$ cat src/rtl/dr_rx_pkg.sv
package dr_rx_pkg;

    typedef enum logic [1:0] {
        PK_SPACER  = 2'b00,
        PK_ZERO    = 2'b01,
        PK_ONE     = 2'b10,
        PK_ILLEGAL = 2'b11
    } pair_kind_e;

    typedef enum logic {
        PH_EMPTY = 1'b0,
        PH_FULL  = 1'b1
    } phase_e;

    function automatic pair_kind_e classify(input logic [1:0] pair);
        pair_kind_e k;
        unique case (pair)
            2'b00:   k = PK_SPACER;
            2'b01:   k = PK_ZERO;
            2'b10:   k = PK_ONE;
            default: k = PK_ILLEGAL;
        endcase
        return k;
    endfunction

endpackage

$ cat src/rtl/dr_pair_decode.sv
module dr_pair_decode
    import dr_rx_pkg::*;
(
    input  logic [1:0] pair_i,
    output logic       valid_o,
    output logic       spacer_o,
    output logic       illegal_o,
    output logic       bit_o
);

    pair_kind_e kind;

    always_comb begin
        kind      = classify(pair_i);
        valid_o   = 1'b0;
        spacer_o  = 1'b0;
        illegal_o = 1'b0;
        bit_o     = 1'b0;
        unique case (kind)
            PK_SPACER:  spacer_o  = 1'b1;
            PK_ZERO:    valid_o   = 1'b1;
            PK_ONE: begin
                valid_o = 1'b1;
                bit_o   = 1'b1;
            end
            PK_ILLEGAL: illegal_o = 1'b1;
            default:    illegal_o = 1'b1;
        endcase
    end


    illegal_excl_chk: assert final (!(illegal_o && (valid_o || spacer_o)));

endmodule

$ cat src/rtl/dr_reduce_tree.sv
module dr_reduce_tree #(
    parameter int N      = 8,
    parameter bit USE_OR = 1'b0
) (
    input  logic [N-1:0] leaf_i,
    output logic         root_o
);

    localparam int LVL = (N > 1) ? $clog2(N) : 0;
    localparam int P   = 1 << LVL;

    logic [2*P-1:1] node;

    generate
        for (genvar i = 0; i < P; i++) begin : g_leaf
            if (i < N) begin : g_real
                assign node[P+i] = leaf_i[i];
            end else begin : g_pad
                assign node[P+i] = USE_OR ? 1'b0 : 1'b1;
            end
        end
        for (genvar k = 1; k < P; k++) begin : g_node
            if (USE_OR) begin : g_or
                assign node[k] = node[2*k] | node[2*k+1];
            end else begin : g_and
                assign node[k] = node[2*k] & node[2*k+1];
            end
        end
    endgenerate

    assign root_o = node[1];

endmodule

$ cat src/rtl/dr_phase_fsm.sv
module dr_phase_fsm
    import dr_rx_pkg::*;
(
    input  logic clk,
    input  logic rst_n,
    input  logic all_valid_i,
    input  logic all_spacer_i,
    output logic done_o,
    output logic capture_o
);

    phase_e state_q, state_d;

    always_ff @(posedge clk or negedge rst_n) begin
        if (!rst_n) state_q <= PH_EMPTY;
        else        state_q <= state_d;
    end

    always_comb begin
        state_d = state_q;
        unique case (state_q)
            PH_EMPTY: if (all_valid_i)  state_d = PH_FULL;
            PH_FULL:  if (all_spacer_i) state_d = PH_EMPTY;
            default:  state_d = PH_EMPTY;
        endcase
    end

    always_comb begin
        done_o    = (state_q == PH_FULL);
        capture_o = (state_q == PH_EMPTY) && all_valid_i;
    end


    rise_on_valid_chk: assert property (@(posedge clk) disable iff (!rst_n)
        (!done_o && all_valid_i) |=> done_o);

    fall_on_spacer_chk: assert property (@(posedge clk) disable iff (!rst_n)
        (done_o && all_spacer_i) |=> !done_o);

    hold_on_mix_chk: assert property (@(posedge clk) disable iff (!rst_n)
        (!all_valid_i && !all_spacer_i) |=> $stable(done_o));

endmodule

$ cat src/rtl/dr_completion_rx.sv
module dr_completion_rx
    import dr_rx_pkg::*;
#(
    parameter int WIDTH = 8
) (
    input  logic               clk,
    input  logic               rst_n,
    input  logic [2*WIDTH-1:0] rails_i,
    output logic [WIDTH-1:0]   data_o,
    output logic               done_o,
    output logic               err_o
);

    logic [WIDTH-1:0] bit_valid, bit_spacer, bit_illegal, bit_val;
    logic all_valid, all_spacer, any_illegal, capture;

    generate
        for (genvar i = 0; i < WIDTH; i++) begin : g_bit
            dr_pair_decode u_dec (
                .pair_i    (rails_i[2*i+1:2*i]),
                .valid_o   (bit_valid[i]),
                .spacer_o  (bit_spacer[i]),
                .illegal_o (bit_illegal[i]),
                .bit_o     (bit_val[i])
            );
        end
    endgenerate

    dr_reduce_tree #(.N(WIDTH), .USE_OR(1'b0)) u_valid_tree (
        .leaf_i (bit_valid), .root_o (all_valid));
    dr_reduce_tree #(.N(WIDTH), .USE_OR(1'b0)) u_spacer_tree (
        .leaf_i (bit_spacer), .root_o (all_spacer));
    dr_reduce_tree #(.N(WIDTH), .USE_OR(1'b1)) u_illegal_tree (
        .leaf_i (bit_illegal), .root_o (any_illegal));

    dr_phase_fsm u_fsm (
        .clk          (clk),
        .rst_n        (rst_n),
        .all_valid_i  (all_valid),
        .all_spacer_i (all_spacer),
        .done_o       (done_o),
        .capture_o    (capture)
    );

    always_ff @(posedge clk or negedge rst_n) begin
        if (!rst_n) begin
            data_o <= '0;
            err_o  <= 1'b0;
        end else begin
            if (capture) data_o <= bit_val;
            err_o <= any_illegal;
        end
    end


    capture_value_chk: assert property (@(posedge clk) disable iff (!rst_n)
        capture |=> (data_o == $past(bit_val)));

    data_hold_chk: assert property (@(posedge clk) disable iff (!rst_n)
        !capture |=> $stable(data_o));

    err_raise_chk: assert property (@(posedge clk) disable iff (!rst_n)
        any_illegal |=> err_o);

    err_clear_chk: assert property (@(posedge clk) disable iff (!rst_n)
        !any_illegal |=> !err_o);

endmodule

$ cat config.mk
export PLATFORM = sky130hd
export DESIGN_NAME = dr_completion_rx
export DESIGN_NICKNAME = d
export VERILOG_FILES = /design/src/rtl/dr_rx_pkg.sv /design/src/rtl/dr_pair_decode.sv /design/src/rtl/dr_reduce_tree.sv /design/src/rtl/dr_phase_fsm.sv /design/src/rtl/dr_completion_rx.sv
export SDC_FILE = /design/constraint.sdc
export NUM_CORES = 1
export LEC_CHECK = 0
export BUFFER_PORTS_ARGS = -buffer_cell sky130_fd_sc_hd__buf_4
export CAP_MARGIN = 20
export CORE_ASPECT_RATIO = 0.8
export CORE_MARGIN = 4
export CORE_UTILIZATION = 27
export CTS_CLUSTER_SIZE = 28
export DETAILED_ROUTE_END_ITERATION = 10
export GPL_TIMING_DRIVEN = 1
export SLEW_MARGIN = 0
export SYNTH_ARGS = -nofsm -noshare
export SYNTH_HDL_FRONTEND = slang
export SYNTH_SLANG_ARGS = --single-unit
$ cat constraint.sdc
create_clock -name clk -period 1.4 [get_ports clk]
set_clock_uncertainty 0.15 [all_clocks]
set_input_delay 0.14 -clock clk [delete_from_list [all_inputs] [get_ports clk]]
set_output_delay 0.14 -clock clk [all_outputs]
set_load 0.01 [all_outputs]
### After elaboration in Yosys (flattened, before gate mapping)

Cells that the tools add are included.
W data, S select, Z words.

| word-level totals | value |
|---|---|
| bits of input ports | 18 |
| logic and storage cells | 133 |
| register bits after elaboration | 10 |

| cells by class | value |
|---|---|
| mux-type cells | 43 |
| bitwise logic cells | 22 |
| equality and inequality tests | 40 |
| reduce and logical (&&, ||, !) cells | 25 |

Operators with widths:

| operator | number |
|---|---|
| $eq A2 B2 Y1 const B | 24 |
| $pmux W2 S3 | 8 |
| $mux W1 | 34 |
| $eq A2 B1 Y1 const B | 16 |
| $logic_not A2 Y1 | 16 |
| $reduce_or A2 Y1 | 8 |
| $and A1 B1 Y1 | 14 |
| $or A1 B1 Y1 | 7 |
| $pmux W1 S2 | 1 |
| $logic_and A1 B1 Y1 | 1 |
| $not A1 Y1 | 1 |

### Depth between registers and ports, before layout

Gate-level depths: netlist of the first run.

| logic depth | value |
|---|---|
| depth after elaboration | 10 |
| gate-level depth with buffers | 5 |

### Modules after synthesis

A second synthesis of the first run with hierarchy kept.

| second synthesis, totals | value |
|---|---|
| cell total of the unflattened synthesis | 71 |
| area total of the unflattened synthesis | 805.8 µm² |

Modules (own cells, without submodules):

| module | cells an instance | area an instance (µm²) | instances |
|---|---|---|---|
| dr_pair_decode | 5 | 45.0 | 8 |
| dr_completion_rx | 18 | 356.6 | 1 |
| dr_reduce_tree | 3 | 16.3 | 3 |
| dr_phase_fsm | 4 | 40.0 | 1 |

### Worst setup path before layout of the first run

No wires, ideal clock.

| timing path | value |
|---|---|
| path type | input to register |
| from | input rails_i[10] |
| to | register data_o[0] |
| stages on the path | 5 |
| data arrival time | 1.287 ns |
| buffers on the path | 0 |
| slack | -0.162 ns |
| cell sequence | inv_1 > ha_1 > nand4b_4 > nor3_4 > mux2_2 |

| between the ends | value |
|---|---|
| longest elaborated chain between the ends | 9 |

Ends and longest elaborated chain:

| what | line | text |
|---|---|---|
| from (decl) | dr_completion_rx.sv:8 | `input logic [2*WIDTH-1:0] rails_i,` |
| $eq A2 B2 Y1, or another cell as far along | dr_rx_pkg.sv:17 | `unique case (pair)` |
| $pmux W2 S3 (*) | dr_rx_pkg.sv:17 |  |
| $eq A2 B1 Y1 / $eq A2 B2 Y1 (equally long branches) | dr_pair_decode.sv:19 | `unique case (kind)` |
| $reduce_or A2 Y1 (no line) (*) | -- |  |
| $mux W1 (*) | dr_pair_decode.sv:19 |  |
| $and A1 B1 Y1 (*) (3 in series) | dr_reduce_tree.sv:26 | `assign node[k] = node[2*k] & node[2*k+1];` |
| $logic_and A1 B1 Y1 (*) | dr_phase_fsm.sv:30 | `capture_o = (state_q == PH_EMPTY) && all_valid_i;` |
| to (signal assigned) | dr_completion_rx.sv:50 | `if (capture) data_o <= bit_val;` |
| to (decl) | dr_completion_rx.sv:9 | `output logic [WIDTH-1:0] data_o,` |

Mark *: on every way between the ends. The rest lies on a longest branch, timed or not.
A chain may end at the register's enable or synchronous reset.

### Final worst setup path of the first run

| timing path | value |
|---|---|
| from | register u_fsm.state_q (netlist: u_fsm.done_o) |
| to | register data_o[7] |

| between the ends | value |
|---|---|
| longest elaborated chain between the ends | 2 |

Ends and longest elaborated chain:

| what | line | text |
|---|---|---|
| from (decl) | dr_phase_fsm.sv:12 | `phase_e state_q, state_d;` |
| from (signal assigned) | dr_phase_fsm.sv:16 | `else state_q <= state_d;` |
| $not A1 Y1 | -- |  |
| $logic_and A1 B1 Y1 | dr_phase_fsm.sv:30 |  |

No other way between the ends.

==> run_results.csv, run 1 <==
group,metric,value,unit
placed_design,port_buffers,27,
cells_and_area,syn_to_final_growth,71.8,%
routing,first_pass_iters,2,
timing,setup_viol,8,
setup_path,reg2regPathDepth,4,
min_path,hold_class,"in -> reg",
synthesis,syn-num-nets,111,
clocking,cts_tree,"yes",
routing,wl_per_cell,11.3,um
synthesis,synth_commonest_cells,"ha_1 (24), inv_1 (16), dfrtp_1 (10), mux2_2 (8)",
timing,slew_headroom,0.741,
min_path,hold_depth,4,
power,max-vdd-ir-drop,0.304,mV
cells_and_area,nNetsFinal,170,
synthesis,syn_avg_cell_area,11.5,um2
timing,setup_ws,-0.0979,ns
synthesis,synthTopCellsByArea,"ha_1 (38%), dfrtp_1 (32%), mux2_2 (11%)",
synthesis,yosys_register_bits,10,
power,cellLeakagePower,0.782,nW
global_route,grt_usage,0.110,
cells_and_area,antenna_cells,0,
cells_and_area,drive_gt1_frac,0.551,
status,status,"finished with violations",
power,p_per_area,745,nW/um2
setup_path,cp_max_fo,6,
setup_path,worstPathArrival,1.47,ns
clocking,clockBufferDepth,2,
setup_path,crit_type,"reg -> reg",
floorplan,io_pins,28,
setup_path,start_kind,"register",
timing,post-route-min-period,1.50,ns
placed_design,dp.cells,158,
floorplan,fp.dieH,56.4,um
routing,drc,0,
global_route,antenna_found_initial,0,
global_route,grt_pass1_vias,735,
synthesis,yosysWarningCount,0,
setup_path,required,1.37,ns
synthesis,syn_inst,69,
cells_and_area,fin_cells,165,
min_path,min_from,"rails_i[12]",
floorplan,die_w,68.5,um
clocking,h-tree-depth,1,
synthesis,synth_top_area_cell,"ha_1",
clocking,clockRootBuffer,"clkbuf_8",
status,violations,"setup timing",
setup_path,cp-end-kind,"register",
setup_path,r2r_slack,-0.1,ns
routing,drtAntennaViolNets,0,
synthesis,synth_top_area_share,0.380,
floorplan,initial_utilization,0.284,
timing,rsz0062_at_grt,"true",
synthesis,ys_types,12,
flow_run,maxCapViolCount,0,
floorplan,num_rows,17,
routing,vias,670,
placed_design,post-dp-hpwl,1630,um
routing,routed_wirelength,1860,um
timing,tightestPinTransition,0.386,ns
setup_path,rr_startpoint,"u_fsm.done_o$_DFF_PN0_",
synthesis,synth.yosys.seq_area_share,0.316,
routing,drt_iter0_drc,5,
global_route,grt_max_degree,11,
synthesis,synth_most_common_cell,"ha_1",
floorplan,die_area,3860,um2
timing,drv_slew,0,
synthesis,synth-edff-count,0,
routing,via_per_inst,4.06,
synthesis,synthArstFlopShare,1.00,
clocking,clk_latency,0.24,ns
setup_path,worstReg2RegEnd,"data_o[7]$_DFFE_PN0P_",
min_path,min_to,"err_o$_DFF_PN0_",
synthesis,netlist_area,791,um2
floorplan,core-area,2790,um2
timing,hold_violations,0,
global_route,grt_overflow_total,0,
placed_design,place.gp.congestion,0.735,
timing,fin_crit_sh,1.07,
clocking,path_clk_slew,0.05,ns
global_route,grt_pass1_wl,3220,um
clocking,cts_buffers,3,
synthesis,synth-main-ff-cell,"dfrtp_1",
timing,hold-worst-slack,0.0882,ns
timing,max_freq,668,MHz
clocking,cts_sinks,10,
report_power, final:
part	internal (mW)	switching [mW]
clock network	0.248	0.125
registers	0.318	0.0154
logic	0.185	0.120
total	0.752	0.260
area by class of cell:
cell class,count,area (um2)
Clock buffer,4,55.1
Fill cell,263,1430
Inverter,16,60.1
Multi-Input combinational cell,43,526
Sequential cell,10,250
Tap cell,38,47.5
Timing Repair Buffer,54,420
kinds of logic (layout without fill, tap and decap cells):
family | Yosys count | in the layout | share of synthesized area
AOI/OAI and AO/OA | 2 | 2 | 0.0158
adders and majority gates | 24 | 24 | 0.380
buffers and inverters | 16 | 74 | 0.0760
DFF | 10 | 10 | 0.316
muxes | 8 | 8 | 0.114
and+or+nand+nor | 9 | 9 | 0.0981
critical path, cell delays in order (launching register included):
cell      delay [ns]
dfrtp_1         0.38
nand4b_4        0.19
nor3_4          0.19
buf_12          0.15
mux2_2          0.32
worst max-delay path by stage:
stage / startpoint / slack (ns) / to / cells past startpoint
3_5_place_dp: rails_i[0] / -0.27 / data_o[5]$_DFFE_PN0P_ / 7
2_1_floorplan: u_fsm.done_o$_DFF_PN0_ / -0.12 / data_o[0]$_DFFE_PN0P_ / 3
6_report: u_fsm.done_o$_DFF_PN0_ / -0.1 / data_o[7]$_DFFE_PN0P_ / 4
3_3_place_gp: rails_i[4] / -0.24 / data_o[6]$_DFFE_PN0P_ / 7
4_1_cts: u_fsm.done_o$_DFF_PN0_ / -0.11 / data_o[2]$_DFFE_PN0P_ / 4
5_1_grt: u_fsm.done_o$_DFF_PN0_ / -0.16 / data_o[7]$_DFFE_PN0P_ / 4
placed cells by master (no fill, tap or decap):
cell and count:
nand2_1 2, inv_1 16, o21ai_0 1, ha_1 22, nand4b_4 1, nor4_1 2
o31ai_1 1, nor3_4 1, dfrtp_1 10, ha_4 2, nand3_2 1, clkbuf_8 4
dlygate4sd3_1 1, buf_12 1, mux2_2 4, mux2_4 4, buf_4 52, nand4_1 2
metrics by stage:
step           setup slack [ns]  area [um2]  total power [mW]  utilization  setup TNS, ns
2_1_floorplan            -0.118         825             0.453            -         -0.904
3_3_place_gp             -0.237        1270             0.630        0.455          -1.85
3_5_place_dp             -0.268        1270             0.637        0.455          -1.99
4_1_cts                  -0.111        1350              1.03        0.484         -0.793
5_1_grt                  -0.160        1360              1.08        0.488          -1.14
6_report                -0.0979        1360              1.01        0.488         -0.662
repair_timing:
item,CTS,global route
buffers inserted,1,1
endpoints found under the setup margin,8,8
endpoints found under the hold margin,10,0
hold buffers,1,0
gates resized for setup,2,1
flip-flops by register name (all words and copies together), names as in the netlist:
name          count
data_o            8
err_o             1
u_fsm.done_o      1
routing by layer:
metal	vias up	wire, um	GRT usage
met5	-	0	0
met4	0	34	0.0510
met3	5	165	0.0300
met2	20	859	0.174
met1	306	803	0.136
li1	339	-	-
Power figures use the tool's default switching activity.
==> run 2: changes to the inputs <==
- CORE_MARGIN: 4 -> unset
==> run_results.csv, run 2 (synthesis gave the netlist of run 1 again) <==
group,metric,value,unit
floorplan,die_w,62.5,um
clocking,clockBufferDepth,2,
power,cellLeakagePower,0.789,nW
setup_path,required,1.41,ns
setup_path,crit_path_top_delay_cell,"dfrtp_1",
routing,routed_wirelength,1820,um
timing,post-route-min-period,1.50,ns
clocking,clk_latency,0.27,ns
floorplan,initial_utilization,0.286,
clocking,post_cts_buffers,0,
routing,first_pass_iters,2,
cells_and_area,fin_util,0.492,
setup_path,crit_family,"flip-flops",
power,p_int,670,uW
clocking,path_clk_slew,0.07,ns
routing,drc,0,
floorplan,core-area,2770,um2
global_route,antenna_found_initial,0,
power,power.total,917,uW
cells_and_area,syn_to_final_growth,72.2,%
timing,tightestPinTransition,0.351,ns
setup_path,slowest_delay,0.39,ns
power,p_per_area,674,nW/um2
placed_design,place.gp.congestion,0.739,
floorplan,io_pins,28,
cells_and_area,layout_commonest_cell,"buf_4",
cells_and_area,antenna_cells,0,
floorplan,num_rows,17,
timing,fin_crit_sh,1.07,
floorplan,die_area,3150,um2
routing,vias,689,
clocking,h-tree-depth,1,
setup_path,worstPathArrival,1.50,ns
routing,wl_per_cell,10.8,um
clocking,cts_buffers,3,
setup_path,crit_chain,"nand4b_4, nor3_4, buf_4, mux2_2",
cells_and_area,final_cell_mix,"buf_4 (55), ha_1 (22), inv_1 (16), dfrtp_1 (10), mux2_4 (6)",
global_route,grt_pass1_vias,703,
timing,rsz0062_at_grt,"true",
setup_path,start_kind,"register",
placed_design,port_buffers,27,
global_route,grt_overflow_total,0,
cells_and_area,nNetsFinal,173,
status,violations,"setup timing",
timing,max_freq,667,MHz
setup_path,cp-end-kind,"register",
timing,setup_viol,8,
power,max-vdd-ir-drop,0.464,mV
clocking,cts_tree,"yes",
cells_and_area,drive_gt1_frac,0.562,
setup_path,crit_type,"reg -> reg",
flow_run,maxCapViolCount,0,
power,combPwrFrac,0.345,
placed_design,dpl_cell_area,1290,um2
global_route,grt_max_degree,11,
cells_and_area,regMostFlops,"data_o",
power,p_sw_frac,0.269,
cells_and_area,largest_register_ffs,8,
routing,drtAntennaViolNets,0,
timing,setup_ws,-0.0981,ns
floorplan,fp.dieH,50.4,um
routing,via_per_inst,4.10,
clocking,clockRootBuffer,"clkbuf_4",
cells_and_area,design_area,1360,um2
power,seqPwrFrac,0.365,
status,status,"finished with violations",
timing,hold_violations,0,
clocking,cts_sinks,10,
setup_path,cp_num_buf_inv,1,
timing,drv_slew,0,
routing,drt_iter0_drc,2,
global_route,grt_pass1_wl,2900,um
power,power.switching,247,uW
placed_design,post-dp-hpwl,1530,um
cells_and_area,fillers,270,
global_route,grt_usage,0.124,
power,clock_power_share,0.290,
setup_path,cp_max_fo,3,
timing,setup-tns-final,-0.614,ns
min_path,hold_class,"in -> async",
timing,slew_headroom,0.764,
## run 2: cell types whose count changed in the layout (fill, tap and decap cells not counted)
cell,before,now
clkbuf_4,0,3
buf_4,52,55
buf_6,0,1
buf_12,1,0
mux2_2,4,2
clkbuf_8,4,1
mux2_4,4,6
## run 2: cell type report
| cell class | instances | area (um2) | share of cell area |
|---|---|---|---|
| flip-flops and latches | 10 | 250 | 0.184 |
| inverters | 16 | 60.1 | 0.0441 |
| clock buffers | 4 | 36.3 | 0.0267 |
| repair buffers | 57 | 434 | 0.319 |
| well taps | 38 | 47.5 | 0.0349 |
| multi-input cells | 43 | 533 | 0.392 |
## run 2: power by group through the flow
stage / clock network [mW] / registers (mW) / logic [mW]
6_report: 0.266 / 0.335 / 0.316
3_3_place_gp: 0 / 0.338 / 0.303
4_1_cts: 0.279 / 0.334 / 0.314
5_1_grt: 0.290 / 0.338 / 0.346
3_5_place_dp: 0 / 0.340 / 0.308
2_1_floorplan: 0 / 0.352 / 0.101
## run 2: timing repair
item | in CTS | in global routing
setup endpoints to repair | 8 | 8
endpoints found under the hold margin | 10 | 0
resized for setup | 0 | 6
hold buffers | 1 | 0
## run 2: path summary, 6_finish.rpt
kind,from,end,slack [ns],cells after the start
setup / recovery,u_fsm.done_o$_DFF_PN0_,data_o[2]$_DFFE_PN0P_,-0.1,4
setup reg to reg,u_fsm.done_o$_DFF_PN0_,data_o[2]$_DFFE_PN0P_,-0.1,4
max in group asynchronous,rst_n,data_o[6]$_DFFE_PN0P_,0.87,2
min in group clk,rails_i[4],err_o$_DFF_PN0_,0.08,4
hold reg to reg,data_o[1]$_DFFE_PN0P_,data_o[1]$_DFFE_PN0P_,0.37,1
hold / removal,rst_n,data_o[1]$_DFFE_PN0P_,0.08,2
## run 2: metrics by stage
step	std cells	hold WS, ns	setup slack [ns]
2_1_floorplan	69	-0.306	-0.118
3_3_place_gp	163	-0.175	-0.203
3_5_place_dp	163	-0.172	-0.241
4_1_cts	168	0.0666	-0.106
5_1_grt	168	0.0767	-0.171
6_report	168	0.0773	-0.0981
## run 2: layer usage
layer	GRT usage	share of wire
met5	0	0
met1	0.136	0.42
met4	0.0349	0.0055
met2	0.225	0.50
met3	0.0455	0.070
## run 2: worst register-to-register path: stages (launching register included)
cell and delay, ns:
dfrtp_1 0.39, nand4b_4 0.20, nor3_4 0.16, buf_4 0.16
mux2_2 0.33
==> run 3: changes to the inputs <==
- BUFFER_PORTS_ARGS: -buffer_cell sky130_fd_sc_hd__buf_4 -> unset
- DONT_BUFFER_PORTS: unset -> 1
- MAX_ROUTING_LAYER: unset -> met4
==> run_results.csv, run 3 (synthesis gave the netlist of run 1 again) <==
group,metric,value,unit
cells_and_area,fillers,277,
clocking,clockRootBuffer,"clkbuf_4",
setup_path,cp-end-kind,"register",
cells_and_area,nNetsFinal,141,
routing,drt_iter0_drc,2,
timing,rsz0062_at_grt,"true",
routing,vias,562,
floorplan,die_area,3150,um2
timing,fin_crit_sh,1.06,
timing,drv_slew,0,
timing,max_freq,675,MHz
power,clock_power_share,0.244,
cells_and_area,final_cell_mix,"ha_1 (22), inv_1 (16), buf_4 (14), dfrtp_1 (10), dlygate4sd3_1 (10)",
setup_path,worstPathArrival,1.47,ns
timing,setup-tns-final,-0.537,ns
cells_and_area,antenna_cells,0,
setup_path,start_kind,"register",
placed_design,dpl_cell_area,962,um2
cells_and_area,drive_gt1_frac,0.340,
power,cellLeakagePower,0.619,nW
global_route,grt_max_degree,11,
setup_path,required,1.39,ns
clocking,clk_latency,0.26,ns
placed_design,port_buffers,0,
power,p_per_area,674,nW/um2
power,power.switching,218,uW
power,p_sw_frac,0.282,
setup_path,cp_max_fo,5,
routing,via_per_inst,4.16,
status,status,"finished with violations",
cells_and_area,fin_util,0.415,
global_route,grt_pass1_vias,609,
floorplan,initial_utilization,0.286,
global_route,antenna_found_initial,0,
timing,hold_violations,0,
cells_and_area,syn_to_final_growth,45.1,%
global_route,grt_pass1_wl,2680,um
cells_and_area,design_area,1150,um2
floorplan,num_rows,17,
cells_and_area,largest_register_ffs,8,
timing,slew_headroom,0.667,
routing,drtAntennaViolNets,0,
placed_design,dp.cells,119,
timing,tightestPinTransition,0.499,ns
floorplan,die_w,62.5,um
clocking,cts_tree,"yes",
global_route,grt_usage,0.120,
placed_design,post-dp-hpwl,1330,um
clocking,h-tree-depth,1,
cells_and_area,layout_commonest_cell,"ha_1",
power,seqPwrFrac,0.449,
timing,post-route-min-period,1.48,ns
setup_path,crit_type,"reg -> reg",
global_route,grt_overflow_total,0,
status,violations,"setup timing",
cells_and_area,fin_cells,135,
clocking,clockBufferDepth,2,
placed_design,place.gp.congestion,0.704,
power,max-vdd-ir-drop,0.370,mV
floorplan,fp.dieH,50.4,um
floorplan,core-area,2770,um2
min_path,hold_class,"in -> reg",
cells_and_area,regMostFlops,"data_o",
routing,drc,0,
clocking,path_clk_slew,0.06,ns
flow_run,maxCapViolCount,0,
clocking,cts_buffers,3,
floorplan,io_pins,28,
timing,setup_ws,-0.0821,ns
power,p_int,555,uW
routing,first_pass_iters,3,
routing,routed_wirelength,1780,um
power,combPwrFrac,0.306,
timing,setup_viol,8,
routing,wl_per_cell,13.2,um
clocking,cts_sinks,10,
run 3: cell count changes in the layout (fill, tap and decap cells not counted), sizes merged:
cell,change
clkbuf,-1
dlygate4sd3,+9
buf,-41
run 3: final cells by class:
class / count / area (um2) / share of cell area
Multi-Input combinational cell: 43 / 551 / 0.480
Timing Repair Buffer: 25 / 216 / 0.189
Tap cell: 38 / 47.5 / 0.0414
Sequential cell: 10 / 250 / 0.218
Clock buffer: 3 / 22.5 / 0.0196
Inverter: 16 / 60.1 / 0.0523
run 3: power groups by stage:
| stage | clock network [mW] | registers, mW | logic, mW |
|---|---|---|---|
| 3_5_place_dp | 0 | 0.353 | 0.165 |
| 5_1_grt | 0.219 | 0.350 | 0.258 |
| 4_1_cts | 0.201 | 0.348 | 0.202 |
| 3_3_place_gp | 0 | 0.353 | 0.163 |
| 6_report | 0.189 | 0.347 | 0.237 |
| 2_1_floorplan | 0 | 0.352 | 0.101 |
run 3: worst paths after layout:
kind,startpoint,endpoint,slack (ns),cells after the start
worst max-delay path,u_fsm.done_o$_DFF_PN0_,data_o[6]$_DFFE_PN0P_,-0.08,4
worst min-delay path,rails_i[5],data_o[2]$_DFFE_PN0P_,0.01,2
worst max register to register,u_fsm.done_o$_DFF_PN0_,data_o[6]$_DFFE_PN0P_,-0.08,4
worst min register to register,data_o[2]$_DFFE_PN0P_,data_o[2]$_DFFE_PN0P_,0.44,1
max in group asynchronous,rst_n,data_o[7]$_DFFE_PN0P_,0.63,1
min in group asynchronous,rst_n,data_o[1]$_DFFE_PN0P_,0.13,1
run 3: worst max-delay path, cell delays in order, from the launching register on:
cell	delay (ns)
dfrtp_1	0.38
nand4b_4	0.19
nor3_4	0.16
buf_6	0.16
mux2_2	0.33
run 3: what timing repair did:
item	4_1_cts	5_1_grt
setup endpoints to repair	8	9
buffers inserted	1	2
hold endpoints to repair	14	0
hold buffers	10	0
pin swaps	0	0
resized for setup	3	4
run 3: per-stage QoR:
stage	power [mW]	setup slack (ns)	hold slack, ns
floorplan	0.453	-0.118	-0.306
global placement	0.516	-0.114	-0.305
detailed placement	0.518	-0.163	-0.305
CTS	0.751	-0.0859	0.000513
global route	0.828	-0.130	0.00000960
finish	0.773	-0.0821	0.0105
run 3: metal layers:
layer	track usage	vias to the layer above	wire (um)
met5	-	-	0
met3	0.0636	2	150
met2	0.192	17	843
met1	0.133	260	774
li1	-	283	-
met4	0.0233	0	6
